<file path="config.mk">
export PLATFORM = sky130hd
export DESIGN_NAME = memmap_decoder
export DESIGN_NICKNAME = d
export VERILOG_FILES = /design/src/rtl/memmap_pkg.sv /design/src/rtl/mm_window_match.sv /design/src/rtl/mm_lane_gen.sv /design/src/rtl/mm_remap_reg.sv /design/src/rtl/memmap_decoder.sv
export SDC_FILE = /design/constraint.sdc
export NUM_CORES = 1
export LEC_CHECK = 0
export CAP_MARGIN = 10
export CORE_MARGIN = 2
export CORE_UTILIZATION = 30
export CTS_CLUSTER_SIZE = 16
export DETAILED_ROUTE_END_ITERATION = 16
export MAX_ROUTING_LAYER = met4
export PLACE_DENSITY_LB_ADDON = 0.25
export SLEW_MARGIN = 30
export SYNTH_ARGS = -nofsm -noshare
export SYNTH_HDL_FRONTEND = slang
export SYNTH_HIERARCHICAL = 1
export SYNTH_SLANG_ARGS = --single-unit
</file>
<file path="constraint.sdc">
create_clock -name clk -period 5.2 [get_ports clk]
set_clock_uncertainty 0.1 [all_clocks]
set_input_delay 1.04 -clock clk [delete_from_list [all_inputs] [get_ports clk]]
set_output_delay 1.04 -clock clk [all_outputs]
set_load 0.005 [all_outputs]
</file>
<file path="src/rtl/memmap_pkg.sv">
package memmap_pkg;

    localparam int ADDR_W = 32;
    localparam int DATA_W = 32;
    localparam int LANES  = DATA_W / 8;

    localparam logic [ADDR_W-1:0] LOW_BASE   = 32'h0000_0000;
    localparam logic [ADDR_W-1:0] SRAM_BASE  = 32'h0004_0000;
    localparam logic [ADDR_W-1:0] FLASH_BASE = 32'h0008_0000;
    localparam logic [ADDR_W-1:0] REGS_BASE  = 32'hFFFF_0000;

    localparam int LOW_BYTES   = 32768;
    localparam int SRAM_BYTES  = 4096;
    localparam int FLASH_BYTES = 32768;
    localparam int REGS_BYTES  = 4096;

    localparam int OFF_W     = $clog2(FLASH_BYTES);
    localparam int SRAM_AW   = $clog2(SRAM_BYTES);
    localparam int NUM_WIN   = 4;
    localparam int CTL_OFF   = 0;

    // window indices
    localparam int W_LOW   = 0;
    localparam int W_SRAM  = 1;
    localparam int W_FLASH = 2;
    localparam int W_REGS  = 3;

    localparam logic [NUM_WIN-1:0][ADDR_W-1:0] WIN_BASE =
        {REGS_BASE, FLASH_BASE, SRAM_BASE, LOW_BASE};
    localparam logic [NUM_WIN-1:0][ADDR_W-1:0] WIN_BYTES =
        {32'(REGS_BYTES), 32'(FLASH_BYTES), 32'(SRAM_BYTES), 32'(LOW_BYTES)};

    typedef enum logic [1:0] {
        SZ_BYTE = 2'd0,
        SZ_HALF = 2'd1,
        SZ_WORD = 2'd2,
        SZ_RSVD = 2'd3
    } acc_size_e;

    typedef enum logic [1:0] {
        TGT_NONE  = 2'd0,
        TGT_SRAM  = 2'd1,
        TGT_FLASH = 2'd2,
        TGT_REGS  = 2'd3
    } target_e;

    typedef struct packed {
        target_e          tgt;
        logic [OFF_W-1:0] off;
    } route_t;

    function automatic logic [LANES-1:0] lane_mask(input acc_size_e sz,
                                                   input logic [1:0] lo);
        logic [LANES-1:0] m;
        case (sz)
            SZ_BYTE: m = LANES'(1) << lo;
            SZ_HALF: m = LANES'(3) << {lo[1], 1'b0};
            SZ_WORD: m = '1;
            default: m = '0;
        endcase
        return m;
    endfunction

    function automatic logic misaligned(input acc_size_e sz, input logic [1:0] lo);
        case (sz)
            SZ_BYTE: return 1'b0;
            SZ_HALF: return lo[0];
            SZ_WORD: return |lo;
            default: return 1'b1;
        endcase
    endfunction

endpackage

</file>
<file path="src/rtl/mm_window_match.sv">
module mm_window_match
    import memmap_pkg::*;
#(
    parameter logic [ADDR_W-1:0] BASE  = '0,
    parameter logic [ADDR_W-1:0] BYTES = 32'd4096
) (
    input  logic [ADDR_W-1:0] addr,
    output logic              hit,
    output logic [OFF_W-1:0]  off
);
    logic [ADDR_W-1:0] delta;

    always_comb begin
        delta = addr - BASE;
        hit   = (delta < BYTES);
        off   = delta[OFF_W-1:0];
    end
endmodule

</file>
<file path="src/rtl/mm_lane_gen.sv">
module mm_lane_gen
    import memmap_pkg::*;
(
    input  acc_size_e        size,
    input  logic [1:0]       addr_lo,
    output logic [LANES-1:0] lanes,
    output logic             bad_align
);
    always_comb begin
        lanes     = lane_mask(size, addr_lo);
        bad_align = misaligned(size, addr_lo);
    end
endmodule

</file>
<file path="src/rtl/mm_remap_reg.sv">
module mm_remap_reg (
    input  logic clk,
    input  logic rst,
    input  logic wr_en,
    input  logic wr_bit,
    output logic remap
);
    always_ff @(posedge clk) begin
        if (rst)
            remap <= 1'b0;
        else if (wr_en)
            remap <= wr_bit;
    end
endmodule

</file>
<file path="src/rtl/memmap_decoder.sv">
module memmap_decoder
    import memmap_pkg::*;
(
    input  logic              clk,
    input  logic              rst,
    input  logic              bus_valid,
    input  logic              bus_write,
    input  logic [ADDR_W-1:0] bus_addr,
    input  logic [1:0]        bus_size,
    input  logic [DATA_W-1:0] bus_wdata,
    output logic              sel_sram,
    output logic              sel_flash,
    output logic              sel_regs,
    output logic              bus_abort,
    output logic [OFF_W-1:0]  local_off,
    output logic [LANES-1:0]  bus_be,
    output logic [DATA_W-1:0] ctl_rdata,
    output logic              remap_sram
);
    logic [NUM_WIN-1:0]            win_hit;
    logic [NUM_WIN-1:0][OFF_W-1:0] win_off;
    logic [LANES-1:0]              raw_lanes;
    logic                          bad_align;
    route_t                        route;
    logic                          ctl_wr;

    for (genvar i = 0; i < NUM_WIN; i++) begin : g_win
        mm_window_match #(
            .BASE (WIN_BASE[i]),
            .BYTES(WIN_BYTES[i])
        ) u_match (
            .addr(bus_addr),
            .hit (win_hit[i]),
            .off (win_off[i])
        );
    end

    mm_lane_gen u_lanes (
        .size     (acc_size_e'(bus_size)),
        .addr_lo  (bus_addr[1:0]),
        .lanes    (raw_lanes),
        .bad_align(bad_align)
    );

    // window priority is irrelevant: the windows do not overlap
    always_comb begin
        route.tgt = TGT_NONE;
        route.off = '0;
        if (win_hit[W_LOW]) begin
            if (remap_sram) begin
                route.tgt = TGT_SRAM;
                route.off = OFF_W'(win_off[W_LOW][SRAM_AW-1:0]);
            end else begin
                route.tgt = TGT_FLASH;
                route.off = win_off[W_LOW];
            end
        end else if (win_hit[W_SRAM]) begin
            route.tgt = TGT_SRAM;
            route.off = win_off[W_SRAM];
        end else if (win_hit[W_FLASH]) begin
            route.tgt = TGT_FLASH;
            route.off = win_off[W_FLASH];
        end else if (win_hit[W_REGS]) begin
            route.tgt = TGT_REGS;
            route.off = win_off[W_REGS];
        end
    end

    always_comb begin
        bus_abort = bus_valid && (bad_align || route.tgt == TGT_NONE);
        if (bus_valid && !bus_abort) begin
            sel_sram  = (route.tgt == TGT_SRAM);
            sel_flash = (route.tgt == TGT_FLASH);
            sel_regs  = (route.tgt == TGT_REGS);
            local_off = route.off;
            bus_be    = raw_lanes;
        end else begin
            sel_sram  = 1'b0;
            sel_flash = 1'b0;
            sel_regs  = 1'b0;
            local_off = '0;
            bus_be    = '0;
        end
        ctl_wr = sel_regs && bus_write && (local_off == OFF_W'(CTL_OFF));
    end

    mm_remap_reg u_remap (
        .clk   (clk),
        .rst   (rst),
        .wr_en (ctl_wr),
        .wr_bit(bus_wdata[0]),
        .remap (remap_sram)
    );

    assign ctl_rdata = {{(DATA_W-1){1'b0}}, remap_sram};

endmodule

</file>
==> results.ini, run 1 <==
[timing]
grt_setup_unrepaired=true
fin_crit_sh_pct=97.9
setup_viol=0
final.min_clock_period_ps=5090
hold_viol=0
post-route-worst-setup-slack_ps=110
fmax_mhz=196
drv_slew=0

[flow_run]
max_cap_violations=0

[setup_path]
cp.required_ps=4060
path_cells=clkdlybuf4s50_1 > nand4_1 > or4b_1 > nor4_2 > buf_4 > nor4_4 > nand2b_1 > nor3_1 > clkdlybuf4s50_1
max_stage_delay_ps=570
slowest_stage=clkdlybuf4s50_1
critical_path.most_common_cell=clkdlybuf4s50_1
crit_path_start_kind=input port
path_max_fanout=6
path_class=in2out
crit_family=simple AND/OR/NAND/NOR gates
end_kind=output pin
worstSetupPathDepth=9
critPathBufInv=3
cp_data_arrival_time_ps=3950
reg2reg_depth=7

[routing]
firstDrtPassIters=4
avgRoutedWirePerCell_um=12.0
drc_errors=0
ant_nets=0
drt_iter0_drc=75
routed_wl_um=3810
vias_per_cell=4.66
vias=1481

[synth]
synth_edf_count=0
netlist_area_um2=1720
netlist_instances=233
avgSynthCellArea_um2=7.38
yosysSeqAreaShare_pct=1.16
async_flop_share_pct=0
synth_cell_types=49
ys.flop_type=dfxtp_1
yosysWarnings=6
ys_ff_latch=1

[global_route]
antenna_found_initial=0
grt_max_degree=15
grt_pass1_wl_um=6110
met3_usage_pct=1.24
met2_usage_pct=20.7
grt-ovfl-total=0
grtUsageTotal_pct=11.6
top_usage_layer=met2
grt_pass1_vias=1338
use_met1_pct=15.0

[min_path]
whs_path_depth=2
hp-class=reg2reg

[cells_and_area]
multi_input_area_um2=1050
nNetsFinal=319
antennaDiodeCount=0
reg_top3=u_remap/remap: 1 flops
largest_reg_flops=1
nFillCells=591
seq_area_um2=20.0
area_delta_synth_final_pct=15.9
instances_no_fill=318
largest_register=u_remap/remap
drive_gt1_share_pct=15.0

[pwr]
vdd_drop_max_mv=0.0273
power_density_nw_per_um2=39.6
p_leak_nw=0.751

[die]
fp.dieArea_um2=6360
io_pins=126
start_util_pct=31.2
rows=27
die_h_um=79.7
die_width_um=79.7
core_area_um2=5510

[outcome]
status=finished, final reports clean

[clocking]
clk_latency_ps=0
cts_setup_buffers=0
clk_pin_slew_ps=0

[placement]
post-place-cells=318
portBuffers=63
pre_cts_slack_ps=-0.197
dp_hpwl_um=3260
gp_congestion=0.892

-- per-stage QoR --
step	instance area, µm²	utilization (%)	total power [mW]	hold slack, ps	setup TNS [ps]
global placement	1990	36.1	0.0783	530	-30.5
global route	1990	36.2	0.0860	591	-122
finish	1990	36.2	0.0789	523	0
floorplan	1830	-	0.0746	455	0
CTS	1990	36.1	0.0788	521	0
detailed placement	1990	36.1	0.0785	514	-0.197
-- routing by layer --
metal	share of wire (%)	wire length [µm]
met5	0	0
met3	7.1	272
met4	0	0
met2	49	1890
met1	43	1650
-- synth_stat cells, types with 5 or more instances --
cell | instances | area (µm²)
clkbuf_1 | 5 | 18.8
and3_1 | 10 | 62.6
nor4_2 | 6 | 75.1
nand4_1 | 5 | 31.3
nor2_1 | 11 | 41.3
a21oi_1 | 7 | 35.0
o22a_1 | 8 | 70.1
buf_4 | 92 | 691
nor4_1 | 5 | 31.3
a221o_1 | 12 | 120
a22oi_1 | 6 | 45.0
inv_1 | 7 | 26.3
-- cell type report --
cell class	count	area share, %
inverters	7	1.32
multi-input cells	153	52.6
flip-flops and latches	1	1.00
well taps	72	4.52
repair buffers	85	40.6
-- kinds of logic after synthesis --
group	count (synthesis)	share of synthesized area (%)
DFF	1	1.16
other	1	0.218
xor gates and xnor gates	1	0.509
muxes	1	0.582
buffers and inverters	109	44.9
and+or+nand+nor	70	28.1
adders and majority gates	1	0.727
AOI/OAI and AO/OA	49	23.9
-- power by group --
part	switching (mW)	leakage, nW	internal, mW
combinational	0.0314	0.743	0.0396
clock	0	0	0
sequential	0.00000000227	0.00805	0.00783
-- tightest hold or removal path, stage by stage, from the launching register on --
cell and delay, ps:
dfxtp_1 360, mux2i_1 160, nor2_1 50
-- repair_timing --
item,4_1_cts,5_1_grt
setup endpoints to repair,3,13
hold endpoints to repair,0,0
resized for setup,1,2
cloned,0,0
hold buffers,0,0
-- worst paths after layout --
path                               startpoint       endpoint  slack (ps)
worst max-delay path             bus_addr[22]  local_off[12]         110
worst min-delay path            u_remap/remap  u_remap/remap         520
worst max register to register  u_remap/remap  u_remap/remap        2980
worst min register to register  u_remap/remap  u_remap/remap         520
-- placed cells by master, fill, tap and decap left out, types with 2 or more instances in the layout --
cell	n
o21ai_1	2
conb_1	31
a221o_1	12
buf_4	21
o31ai_2	2
or4b_1	3
inv_1	7
o22a_1	8
o221ai_1	2
clkdlybuf4s50_1	63
nand2_1	4
nor4b_1	2
nor2_1	11
nor3_1	3
a22oi_1	6
and3_1	10
a21oi_1	7
a221oi_1	3
nor4_2	6
nand2b_1	2
and2_1	4
o22ai_1	2
nor2b_1	3
nand4_1	5
nor4_1	5
(Power assumes the default switching activity.)
==> run 2: changes to the inputs <==
--- a/config.mk
+++ b/config.mk
@@ -11,5 +11,4 @@
 export CTS_CLUSTER_SIZE = 16
 export DETAILED_ROUTE_END_ITERATION = 16
-export MAX_ROUTING_LAYER = met4
 export PLACE_DENSITY_LB_ADDON = 0.25
 export SLEW_MARGIN = 30
==> constraint.sdc (replaced) <==
create_clock -name clk -period 5.2 [get_ports clk]
set_clock_uncertainty 0.1 [all_clocks]
set_input_delay 1.04 -clock clk [delete_from_list [all_inputs] [get_ports clk]]
set_output_delay 1.04 -clock clk [all_outputs]
set_load 0.1 [all_outputs]
==> results.ini, run 2 (synthesized netlist as in run 1, its figures left out) <==
[placement]
dp_hpwl_um=3160  ; -3.0%
gp_congestion=0.857  ; -4.0%
portBuffers=63  ; unchanged
dpl_cell_area_um2=2090  ; +5.4%

[setup_path]
cp.required_ps=4060  ; about the same
path_class=in2out
startpoint=bus_addr[22]
path_max_fanout=6  ; unchanged
reg2reg_from=u_remap/remap
cp_data_arrival_time_ps=3820  ; -130 ps
reg2reg_to=u_remap/remap
end_kind=output pin
crit_path_start_kind=input port
rrSetupSlack_ps=2960  ; -20 ps
reg2reg_depth=7  ; unchanged
cp-endpoint=local_off[13]

[timing]
grt_setup_unrepaired=false
drv_slew=0  ; unchanged
final.min_clock_period_ps=4960  ; -127 ps
relSlewSlack_pct=35.7
setup_viol=0  ; unchanged
fin_setup_tns_ps=0  ; unchanged
hold_viol=0  ; unchanged
tightest_slew_ps=961
fmax_mhz=201  ; +2.6%
fin_crit_sh_pct=95.5  ; -2.4 points

[pwr]
vdd_drop_max_mv=0.0970  ; +260%
p_leak_nw=0.781  ; +4.0%
power_density_nw_per_um2=80.1  ; +100%

[cells_and_area]
nFillCells=573  ; -3.0%
nNetsFinal=302  ; -5.3%
seq_area_um2=20.0  ; unchanged
largest_register=u_remap/remap
antennaDiodeCount=0  ; unchanged
design_area_um2=2090  ; +5.0%
area_delta_synth_final_pct=21.7
largest_reg_flops=1  ; unchanged
utilization_pct=38.0  ; +1.8 points
drive_gt1_share_pct=20.1  ; +5.0 points
reg_top3=u_remap/remap: 1 flops
multi_input_area_um2=1060  ; +0.95%
final_common_cell=clkdlybuf4s50_1
final_cell_mix=clkdlybuf4s50_1 (40), conb_1 (31), buf_12 (23), a221o_1 (12), and3_1 (10)

[global_route]
grt_max_degree=16  ; +1
grt-ovfl-total=0  ; unchanged
grt_pass1_wl_um=6240  ; +2.0%
grtUsageTotal_pct=11.5  ; -0.095 points
antenna_found_initial=0  ; unchanged
grt_pass1_vias=1342  ; +0.30%

[routing]
ant_nets=0  ; unchanged
avgRoutedWirePerCell_um=13.0  ; +8.4%
vias=1448  ; -2.2%
routed_wl_um=3910  ; +2.6%
vias_per_cell=4.81  ; +3.3%
firstDrtPassIters=4  ; unchanged
drt_iter0_drc=59  ; -21%
drc_errors=0  ; unchanged

[clocking]
ctsResizeCount=0  ; -1
clk_latency_ps=0  ; unchanged
clk_pin_slew_ps=0  ; unchanged
hold_buffers=0  ; unchanged
cts_setup_buffers=0  ; unchanged

[die]
io_pins=126  ; unchanged
die_width_um=79.7  ; unchanged
rows=27  ; unchanged
start_util_pct=31.2  ; unchanged
fp.dieArea_um2=6360  ; unchanged
core_area_um2=5510  ; unchanged
die_h_um=79.7  ; unchanged

[flow_run]
max_cap_violations=0  ; unchanged

[min_path]
hp-class=reg2reg

[outcome]
status=finished, final reports clean

-- run 2: cell types whose count changed in the layout (fill, tap and decap cells not counted), sizes merged --
cell / before / now
clkdlybuf4s50: 63 / 40
buf: 22 / 28
-- run 2: area by class of cell --
class,instances,area share [%]
multi-input cells,153,50.6
repair buffers,68,42.9
well taps,72,4.30
inverters,7,1.26
flip-flops and latches,1,0.956
-- run 2: per-stage QoR --
| step | std cells | hold WS, ps | power, mW | worst slack [ps] |
|---|---|---|---|---|
| 4_1_cts | 301 | 520 | 0.167 | 204 |
| 2_1_floorplan | 263 | 919 | 0.171 | 90.7 |
| 3_5_place_dp | 301 | 517 | 0.167 | 214 |
| 5_1_grt | 301 | 609 | 0.174 | 11.3 |
| 6_report | 301 | 505 | 0.168 | 236 |
| 3_3_place_gp | 301 | 529 | 0.167 | 240 |
-- run 2: critical path, stage by stage --
cell and delay [ps]:
clkdlybuf4s50_1 470, or4_1 560, nor4_2 250, o2111a_1 410
buf_4 190, a21oi_1 50, a221oi_1 370, a31oi_1 70
nor2_1 190, buf_12 210
-- run 2: how the worst min path moves through the flow --
stage | slack [ps] | depth (start not counted) | start | endpoint
CTS | 520 | 2 | u_remap/remap | u_remap/remap
floorplan | 920 | 2 | u_remap/remap | u_remap/remap
global route | 610 | 2 | u_remap/remap | u_remap/remap
finish | 500 | 2 | u_remap/remap | u_remap/remap
detailed placement | 520 | 2 | u_remap/remap | u_remap/remap
global placement | 530 | 2 | u_remap/remap | u_remap/remap
-- run 2: power by group --
part	switching, mW	total, mW	internal, mW
clock network	0	0	0
registers	0.00000000221	0.00783	0.00783
logic	0.125	0.160	0.0352
-- run 2: routing by layer --
layer  vias to the layer above  GRT usage, %  share of wire, %
met5                         -             0                 0
met4                         0             0                 0
met3                         0         0.452               6.1
met2                        54          20.1                50
met1                       658          16.6                44
li1                        736             -                 -
==> run 3: changes to the inputs <==
- GPL_TIMING_DRIVEN: default -> 0
- clock period: 5.2 -> 4.5 ns (I/O delays scaled with it)
==> results.ini, run 3 (synthesized netlist as in run 1, its figures left out) <==
[global_route]
grtUsageTotal_pct=13.8  ; +2.2 points
grt-ovfl-total=0  ; unchanged
grt_max_degree=11  ; -5
antenna_found_initial=0  ; unchanged
grt_pass1_vias=1637  ; +22%
grt_pass1_wl_um=7350  ; +18%

[pwr]
power_frac_clock_pct=0  ; unchanged
p_seq_share_pct=3.8  ; -0.9 points
vdd_drop_max_mv=0.0804  ; -17%
internal_power_uw=89.1  ; +110%
netSwitchingFraction_pct=63.0  ; -11 points
power_density_nw_per_um2=88.6  ; +11%
switchingPower_uw=152  ; +22%
p_leak_nw=1.34  ; +71%
combPwrFrac_pct=96.2  ; +0.9 points

[routing]
drc_errors=0  ; unchanged
firstDrtPassIters=4  ; unchanged
drt_iter0_drc=72  ; +22%
routed_wl_um=4730  ; +21%
ant_nets=0  ; unchanged
avgRoutedWirePerCell_um=11.9  ; -8.1%
vias=1813  ; +25%
vias_per_cell=4.58  ; -4.8%

[die]
die_h_um=79.7  ; unchanged
rows=27  ; unchanged
core_area_um2=5510  ; unchanged
fp.dieArea_um2=6360  ; unchanged
start_util_pct=31.2  ; unchanged
io_pins=126  ; unchanged
die_width_um=79.7  ; unchanged

[cells_and_area]
final_cell_mix=buf_4 (105), conb_1 (31), clkdlybuf4s50_1 (19), a221o_1 (12), buf_6 (11)
antennaDiodeCount=0  ; unchanged
final_common_cell=buf_4
largest_register=u_remap/remap
area_delta_synth_final_pct=57.9
drive_gt1_share_pct=50.6  ; +31 points
reg_top3=u_remap/remap: 1 flops
utilization_pct=49.3  ; +11 points
instances_no_fill=396  ; +32%
nNetsFinal=397  ; +31%
largest_reg_flops=1  ; unchanged

[setup_path]
slowest_stage=or4b_1
path_cells=clkdlybuf4s50_1 > or4b_1 > nor4_4 > buf_4 > nor4_4 > and2b_2 > clkbuf_4 > and3_1 > buf_8
reg2reg_depth=7  ; unchanged
cp.required_ps=3500  ; -560 ps
crit_family=simple AND/OR/NAND/NOR gates
path_max_fanout=10  ; +4
max_stage_delay_ps=580  ; +20 ps
crit_path_start_kind=input port
path_class=in2out
critPathBufInv=4  ; +1
critical_path.most_common_cell=nor4_4
worstSetupPathDepth=9  ; -1
cp_data_arrival_time_ps=3390  ; -430 ps
end_kind=output pin

[clocking]
clk_pin_slew_ps=0  ; unchanged
hold_buffers=0  ; unchanged
clk_latency_ps=0  ; unchanged

[placement]
dp_hpwl_um=3660  ; +16%
portBuffers=53  ; -16%
gp_congestion=0.865  ; +0.86%
post-place-cells=388  ; +29%

[timing]
setup_viol=0  ; unchanged
fin_crit_sh_pct=97.6
tightest_slew_ps=963  ; +1.72 ps
fmax_mhz=228
drv_slew=0  ; unchanged
final.min_clock_period_ps=4390
hold_viol=0  ; unchanged
relSlewSlack_pct=35.6  ; -0.12 points

[min_path]
whs_path_depth=2  ; unchanged
hp-class=reg2reg

[flow_run]
max_cap_violations=0  ; unchanged

[outcome]
status=finished, final reports clean

run 3: power groups by stage:
stage / sequential (mW) / combinational [mW] / clock [mW]
after floorplan: 0.00905 / 0.188 / 0
after global placement: 0.00905 / 0.229 / 0
after detailed placement: 0.00905 / 0.230 / 0
after CTS: 0.00905 / 0.231 / 0
after global routing: 0.00905 / 0.242 / 0
final: 0.00905 / 0.232 / 0
run 3: worst reg2reg max path, stage by stage, from the launching register on:
cell	delay [ps]
dfxtp_1	440
nor2b_1	90
o22ai_1	240
nor3_4	60
or4b_1	540
a2111oi_2	380
mux2i_1	230
nor2_1	50
run 3: final timing paths:
kind,slack [ps],endpoint,from
setup reg to reg,2250,u_remap/remap,u_remap/remap
setup / recovery,110,local_off[2],bus_addr[15]
hold / removal,520,u_remap/remap,u_remap/remap
hold reg to reg,520,u_remap/remap,u_remap/remap
run 3: what timing repair did:
action / 4_1_cts / 5_1_grt
endpoints found under the setup margin: 24 / 23
gates resized for setup: 159 / 38
setup buffers: 4 / 4
pin swaps: 2 / 2
endpoints found under the hold margin: 0 / 0
run 3: area by class of cell:
type                    instances  area (µm²)
multi-input cells             153        1160
well taps                      72        90.1
fillers                       569        2790
flip-flops and latches          1        20.0
repair buffers                 61         638
plain buffers                 102         785
inverters                       7        26.3
run 3: stage by stage:
step | hold WS [ps] | area [µm²] | power, mW | setup slack, ps | setup TNS (ps)
floorplan | 872 | 1880 | 0.197 | -124 | -124
global placement | 511 | 2500 | 0.238 | -1530 | -26900
detailed placement | 521 | 2500 | 0.239 | -1520 | -26770
CTS | 524 | 2590 | 0.240 | 1.42 | 0
global route | 544 | 2720 | 0.251 | -1.79 | -4.79
finish | 518 | 2720 | 0.241 | 110 | 0
run 3: layer usage:
| layer | up-vias | GRT usage, % | part of all wire (%) |
|---|---|---|---|
| li1 | 926 | - | - |
| met1 | 820 | 16.8 | 42 |
| met2 | 63 | 26.1 | 51 |
| met3 | 4 | 1.24 | 6.0 |
| met4 | 0 | 2.41 | 0.93 |
| met5 | - | 0 | 0 |
